### config.mk
export PLATFORM = sky130hd
export DESIGN_NAME = bulk_in_pingpong
export DESIGN_NICKNAME = d
export VERILOG_FILES = /design/src/rtl/bulk_in_pingpong.sv
export SDC_FILE = /design/constraint.sdc
export NUM_CORES = 1
export LEC_CHECK = 0
export BUFFER_PORTS_ARGS = -buffer_cell sky130_fd_sc_hd__buf_2
export CAP_MARGIN = 25
export CORE_ASPECT_RATIO = 1.1
export CORE_MARGIN = 10
export CORE_UTILIZATION = 40
export CTS_CLUSTER_DIAMETER = 50
export DETAILED_ROUTE_END_ITERATION = 10
export PLACE_DENSITY = 0.59
export SLEW_MARGIN = 0
export SYNTH_ARGS = -nofsm -noshare
export SYNTH_HDL_FRONTEND = slang
export SYNTH_SLANG_ARGS = --single-unit
### constraint.sdc
create_clock -name clk -period 5.3 [get_ports clk]
set_clock_uncertainty 0.05 [all_clocks]
set_input_delay 1.06 -clock clk [delete_from_list [all_inputs] [get_ports clk]]
set_output_delay 1.06 -clock clk [all_outputs]
set_load 0.01 [all_outputs]
### src/rtl/bulk_in_pingpong.sv
`timescale 1ns/1ps
module bulk_in_pingpong #(
  parameter int MAX_PKT = 64,
  parameter int PTR_W   = 16
) (
  input  logic       clk,
  input  logic       rst_n,
  input  logic       cpu_wr,
  input  logic [1:0] cpu_sel,
  input  logic [7:0] cpu_wdata,
  output logic [1:0] cpu_busy,
  output logic       cpu_next,
  input  logic       in_tok,
  input  logic       tx_ack,
  input  logic       tx_timeout,
  output logic       tx_nak,
  output logic       tx_start,
  output logic       tx_valid,
  output logic [7:0] tx_data,
  output logic       tx_last,
  output logic       tx_pid
);
  localparam int OFF_W = $clog2(MAX_PKT);
  localparam int LEN_W = $clog2(MAX_PKT + 1);
  localparam int DEPTH = 2 * MAX_PKT;

  typedef enum logic [1:0] {S_IDLE, S_SEND, S_WAIT} st_t;

  st_t              st;
  logic [PTR_W-1:0] ptr;
  logic [7:0]       mem [DEPTH];
  logic [LEN_W-1:0] len [2];
  logic [OFF_W-1:0] idx;
  logic             act;

  wire             wr_hi    = cpu_wr && cpu_sel == 2'd0;
  wire             wr_lo    = cpu_wr && cpu_sel == 2'd1;
  wire             wr_dat   = cpu_wr && cpu_sel == 2'd2;
  wire             wr_cnt   = cpu_wr && cpu_sel == 2'd3;
  wire [OFF_W:0]   waddr    = ptr[OFF_W:0];
  wire             in_range = ptr[PTR_W-1:OFF_W+1] == '0;
  wire             store    = wr_dat && in_range && !cpu_busy[waddr[OFF_W]];
  wire             arm      = wr_cnt && !cpu_busy[cpu_next] && int'(cpu_wdata) <= MAX_PKT;
  wire             take     = in_tok && st == S_IDLE;
  wire             rel      = st == S_WAIT && tx_ack;
  wire [1:0]       set_m    = arm ? (cpu_next ? 2'b10 : 2'b01) : 2'b00;
  wire [1:0]       clr_m    = rel ? (act ? 2'b10 : 2'b01) : 2'b00;

  assign tx_valid = st == S_SEND;
  assign tx_data  = mem[{act, idx}];
  assign tx_last  = tx_valid && (LEN_W'(idx) + LEN_W'(1) == len[act]);

  always_ff @(posedge clk or negedge rst_n)
    if (!rst_n)
      ptr <= '0;
    else if (wr_hi)
      ptr[PTR_W-1:8] <= cpu_wdata[PTR_W-9:0];
    else if (wr_lo)
      ptr[7:0] <= cpu_wdata;
    else if (wr_dat)
      ptr <= ptr + 1'b1;

  always_ff @(posedge clk)
    if (store) mem[waddr] <= cpu_wdata;

  always_ff @(posedge clk or negedge rst_n)
    if (!rst_n) begin
      len[0] <= '0;
      len[1] <= '0;
    end else if (arm) begin
      len[cpu_next] <= LEN_W'(cpu_wdata);
    end

  always_ff @(posedge clk or negedge rst_n)
    if (!rst_n) begin
      cpu_busy <= '0;
      cpu_next <= 1'b0;
    end else begin
      cpu_busy <= (cpu_busy | set_m) & ~clr_m;
      if (arm) cpu_next <= ~cpu_next;
    end

  always_ff @(posedge clk or negedge rst_n)
    if (!rst_n) begin
      tx_nak   <= 1'b0;
      tx_start <= 1'b0;
    end else begin
      tx_nak   <= take && !cpu_busy[act];
      tx_start <= take && cpu_busy[act];
    end

  always_ff @(posedge clk or negedge rst_n)
    if (!rst_n) begin
      st     <= S_IDLE;
      idx    <= '0;
      act    <= 1'b0;
      tx_pid <= 1'b0;
    end else begin
      case (st)
        S_IDLE:
          if (take && cpu_busy[act]) begin
            idx <= '0;
            st  <= (len[act] == '0) ? S_WAIT : S_SEND;
          end
        S_SEND: begin
          idx <= idx + 1'b1;
          if (tx_last) st <= S_WAIT;
        end
        S_WAIT:
          if (tx_ack) begin
            st     <= S_IDLE;
            act    <= ~act;
            tx_pid <= ~tx_pid;
          end else if (tx_timeout) begin
            st <= S_IDLE;
          end
        default: st <= S_IDLE;
      endcase
    end
endmodule

Word-level counts from Yosys, hierarchy flattened. Memory sizes are Yosys's and may differ from the RTL's. Index checks and enable logic that the tools add are counted.

Add/sub/neg operators: 3. Multiply operators: 0. Div/mod/pow operators: 0. $lt $le $gt $ge: 7. Eq/ne operators: 10. Shift operators: 0. Mux-type cells: 30. Bitwise logic cells: 9. Reductions and logical operators: 29.

Operators by type and width (number): 2-to-1 mux 7 bit (4); 2-to-1 mux 8 bit (3); 2-to-1 mux 2 bit (9); adder 16 x 1 -> 16 bit, second input constant (1); 2-to-1 mux 16 bit (1); bitwise mux 14 bit (1); logical AND 1 bit (14); one-hot mux 6 bit (2 select lines) (1); logical NOT 9 bit (1); <= comparator 8 x 7 -> 1 bit, second input constant (1); 2-to-1 mux 1 bit (8); AND reduction 2 bit (4); adder 6 x 1 -> 7 bit, second input constant (1); demux 7 bit (select 1 bit) (1); equality test 7 bit (1); logical NOT 7 bit (1); adder 6 x 1 -> 6 bit, second input constant (1); equality test 2 bit, second input constant (3); less-than comparator 1 x 2 -> 1 bit, second input constant (3); 2-to-1 mux 6 bit (1); one-hot mux 2 bit (3 select lines) (1); nonzero test 2 bit (3); equality test 2 x 1 -> 1 bit, second input constant (2); greater-or-equal comparator 2 bit, second input constant (2); other kinds (12) (20).

Register bits after elaboration: 45. Latch bits: 0. Memory bits (writable): 1024. ROM bits: 0. Memories: 1.

Memory list: mem (words 128, width 8, read ports 1, clocked after memory_dff 0, wr ports 1, line 31) `logic [7:0] mem [DEPTH];`.

Logic depth before layout (Yosys ltp).
Word-level depth: 8. Depth in mapped cells: 10. Mapped depth without buffers: 7.

Worst setup path before layout. No wires, ideal clock.

Kind: input port to flip-flop. Start: input port cpu_sel[0]. End: memory mem[75][0] (enable). Setup time: 0.370 ns. Data arrival time: 2.846 ns. Slack: 2.033 ns. Cell stages on the path: 8. Path through: buf_2 > nor2b_1 > buf_2 > nand2_1 > nor4_2 > nand3_1 > clkbuf_1 > nor2_1.

Word-level cells in the longest chain between the ends: 6.

Ends and longest elaborated chain: start: declaration (line 9) `input logic [1:0] cpu_sel,`; equality test 2 bit (line 38) `wire wr_dat = cpu_wr && cpu_sel == 2'd2;`; logical AND 1 bit (line 38); logical AND 1 bit (2 in a row) (line 42) `wire store = wr_dat && in_range && !cpu_busy[waddr[OFF_W]];`; 2-to-1 mux 1 bit (line 64) `if (store) mem[waddr] <= cpu_wdata;`; 2-to-1 mux 1 bit (implied by the code) (line 64); end: declaration (line 31).

No other way between the ends.

Worst setup path in the final report.
Start: register idx[0]. End: output port tx_data[6].

Word-level cells in the longest chain between the ends: 1.

Ends and longest elaborated chain: start: declaration (line 33) `logic [OFF_W-1:0] idx;`; start signal: assignment (line 106) `idx <= idx + 1'b1;`; memory read (128 x 8 bit); end: declaration (line 19) `output logic [7:0] tx_data,`.

No other way between the ends.

==> flow_summary.yaml <==
placed_design:
  gp_congestion: 0.825
  detailed_place.area_um2: 44100
  dpl.hpwl_mm: 64.3
  port_buffers: 31
routing:
  firstDrtPassIters: 5
  vias: 21500
  drt-total-wl_mm: 102
  drtIter0Drc: 2228
  wl_per_cell_um: 26.9
  drc_errors: 0
  viasPerCell: 5.68
  ant_nets: 0
logic_synthesis:
  synth_xor_area_share_pct: 0.249
  yosys_warnings: 0
  synth-edff-count: 1024
  ys_ff_latch: 1069
  async_reset_ff_share_pct: 4.21
  synth_most_common_cell: "edfxtp_1"
  synth_adder_area_share_pct: 0.0593
  yosys_most_used_dff: "edfxtp_1"
  syn_inst: 2237
  yosys-top-cells-count: "edfxtp_1 (1024), nor2_1 (194), mux4_2 (192)"
  synth_compound_area_share_pct: 4.00
  synth_top_area_cell: "edfxtp_1"
  synthSimpleGateAreaFrac_pct: 4.03
  synth_top_area_share_pct: 72.9
  ys_types: 48
  synth.top_cells.by_area: "edfxtp_1 (73%), mux4_2 (10%), mux2i_1 (4.0%)"
  synth.area.mux_share_pct: 14.5
  synth_top_family_by_area: "multiplexers"
  syn_area_per_cell_um2: 18.9
  ys_seq_area_share_pct: 75.5
  post_synth_instance_area_um2: 42200
  syn-num-nets: 2255
power_and_ir_drop:
  peakVddDrop_v: 0.000276
  p_per_area_nw_per_um2: 469
  p_leak_uw: 0.0150
floorplanning:
  core-area_um2: 104000
  start_util_pct: 40.5
  dieWidth_um: 330
  io_pins: 32
  dieArea_um2: 119000
  die_y_um: 361
  num_rows: 124
global_routing:
  antenna_found_initial: 1
  grt_pass1_vias: 22100
  track_usage_pct: 16.9
  grt_max_degree: 90
  grt_first_pass_wirelength_mm: 150
  gr-total-overflow: 0
setup_path:
  worstSetupPathType: "register to output pin"
  worstSetupStartpointType: "register"
  endpoint_kind: "output pin"
  worstReg2RegEnd: "mem[9][6]"
  reg2regPathDepth: 6
  r2r_start: "ptr[13]"
  worst-path-max-fanout: 48
  required_ns: 4.19
  arrival_ns: 3.98
  r2r_slack_ns: 2.05
final_layout:
  area_growth_pct: 13.4
  nets: 2326
  stdcell_area_um2: 47800
  drive_gt1_share_pct: 20.2
clock_network:
  post-cts-setup-buffer-count: 0
  cts_tree: "done"
  cts.hold.buffers_added: 0
  clkTransAtPathRegs_ns: 0.06
  clockRootBuffer: "clkbuf_16"
  cts_max_path_buffers: 3
  clkLatencyLatePin_ns: 0.69
  numCtsBuffers: 107
  htreeDepth: 3
  ctsResizeCount: 0
  cts.sinks: 1069
timing:
  layout_min_cycle_time_ns: 5.09
  holdWs_ns: 0.210
  finalCritPeriodShare_pct: 96.0
  slew_violations: 0
  rsz0062_at_grt: "no"
  finalSetupViolations: 0
  max_slew.worst_pin.slew_ns: 1.04
  hold_viol: 0
  max_slew_margin_pct: 30.7
  max_freq_mhz: 197
  finalSetupTns_ns: 0
run:
  maxCapViolations: 0
worst_hold_path:
  hold_path.class: "input pin to async pin"
status:
  status: "finished, final reports clean"
worst max-delay path, cell delays in order, from the launching register on:
cell      delay (ns)
dfrtp_4         0.65
buf_12          0.35
buf_4           0.34
mux2i_1         0.12
o22ai_1         0.24
nor3_1          0.08
a211oi_1        0.46
o22ai_1         0.22
o21ai_0         0.51
buf_2           0.23
power breakdown:
group / leakage (uW) / switching (uW) / internal, uW
Combinational: 0.00341 / 2860 / 2160
Sequential: 0.00976 / 213 / 9360
Clock: 0.00178 / 3280 / 4560
Total: 0.0150 / 6350 / 16100
area by class of cell:
| cell class | count | area, um^2 |
|---|---|---|
| clock buffer | 126 | 2840 |
| antenna | 2 | 5.00 |
| fill | 8712 | 56400 |
| inverter | 11 | 41.3 |
| clock inverter | 74 | 843 |
| timing repair buffer | 98 | 823 |
| sequential | 1069 | 31900 |
| tap | 1386 | 1730 |
| multi-input combinational | 1021 | 9670 |
stage by stage:
stage | cells | setup slack, ns | util (%) | power (uW)
finish | 3787 | 0.214 | 45.9 | 22400
global route | 3786 | 0.0250 | 45.9 | 23200
CTS | 3783 | 0.250 | 45.9 | 22600
detailed placement | 3583 | 0.987 | 42.3 | 14800
global placement | 3581 | 1.00 | 42.3 | 14800
floorplan | 2237 | 2.03 | - | 13100
cell families (layout without fill, tap and decap cells):
group                    after synthesis  after routing
flip-flops                          1069           1069
AO/OA/AOI/OAI                        258            258
buffers and inverters                147            309
adder cells (fa/ha/maj)                2              2
XOR/XNOR                              12             12
other                                  0              2
multiplexers                         371            371
AND/OR/NAND/NOR                      378            378
how the worst max path moves through the flow:
| stage | from | to | slack (ns) | cells after the start |
|---|---|---|---|---|
| finish | idx[0] | tx_data[6] | 0.21 | 9 |
| global placement | idx[0] | tx_data[7] | 1.00 | 8 |
| detailed placement | idx[0] | tx_data[6] | 0.99 | 9 |
| CTS | idx[0] | tx_data[6] | 0.25 | 9 |
| global route | idx[0] | tx_data[6] | 0.02 | 9 |
| floorplan | cpu_sel[0] | mem[75][0] | 2.03 | 8 |
metal layers:
| metal | vias to the layer above | part of all wire, % | GRT usage [%] |
|---|---|---|---|
| li1 | 9238 | - | - |
| met1 | 11400 | 42 | 23.0 |
| met2 | 741 | 50 | 28.2 |
| met3 | 133 | 5.6 | 2.16 |
| met4 | 0 | 2.2 | 5.22 |
| met5 | - | 0 | 0 |
sequential cells by signal, summed over array words and instances, names as in the netlist:
register  cells
act           1
cpu_busy      2
cpu_next      1
idx           6
len          14
mem        1024
ptr          16
st            2
tx_nak        1
tx_pid        1
tx_start      1
cell usage in the layout, fill, tap and decap left out, types with 9 or more instances in the layout:
master / netlist / layout
nand2b_1: 13 / 13
bufinv_16: 0 / 14
a21oi_1: 43 / 43
clkbuf_16: 0 / 111
o221ai_1: 9 / 9
clkbuf_1: 81 / 14
mux2i_1: 167 / 167
nand2_1: 58 / 58
buf_12: 0 / 11
o21ai_0: 25 / 25
nor3_1: 30 / 30
buf_2: 23 / 23
clkinv_1: 0 / 16
clkinv_2: 0 / 15
dfrtp_1: 45 / 41
nor2_1: 194 / 193
and3_1: 15 / 15
edfxtp_1: 1024 / 1024
mux2_2: 12 / 12
mux4_2: 192 / 192
buf_4: 23 / 61
inv_1: 11 / 11
a211oi_1: 16 / 16
nand3_1: 17 / 17
a22oi_1: 64 / 64
nor4_1: 21 / 20
o22ai_1: 67 / 67
Note: power is estimated with default switching activity, not from simulation.
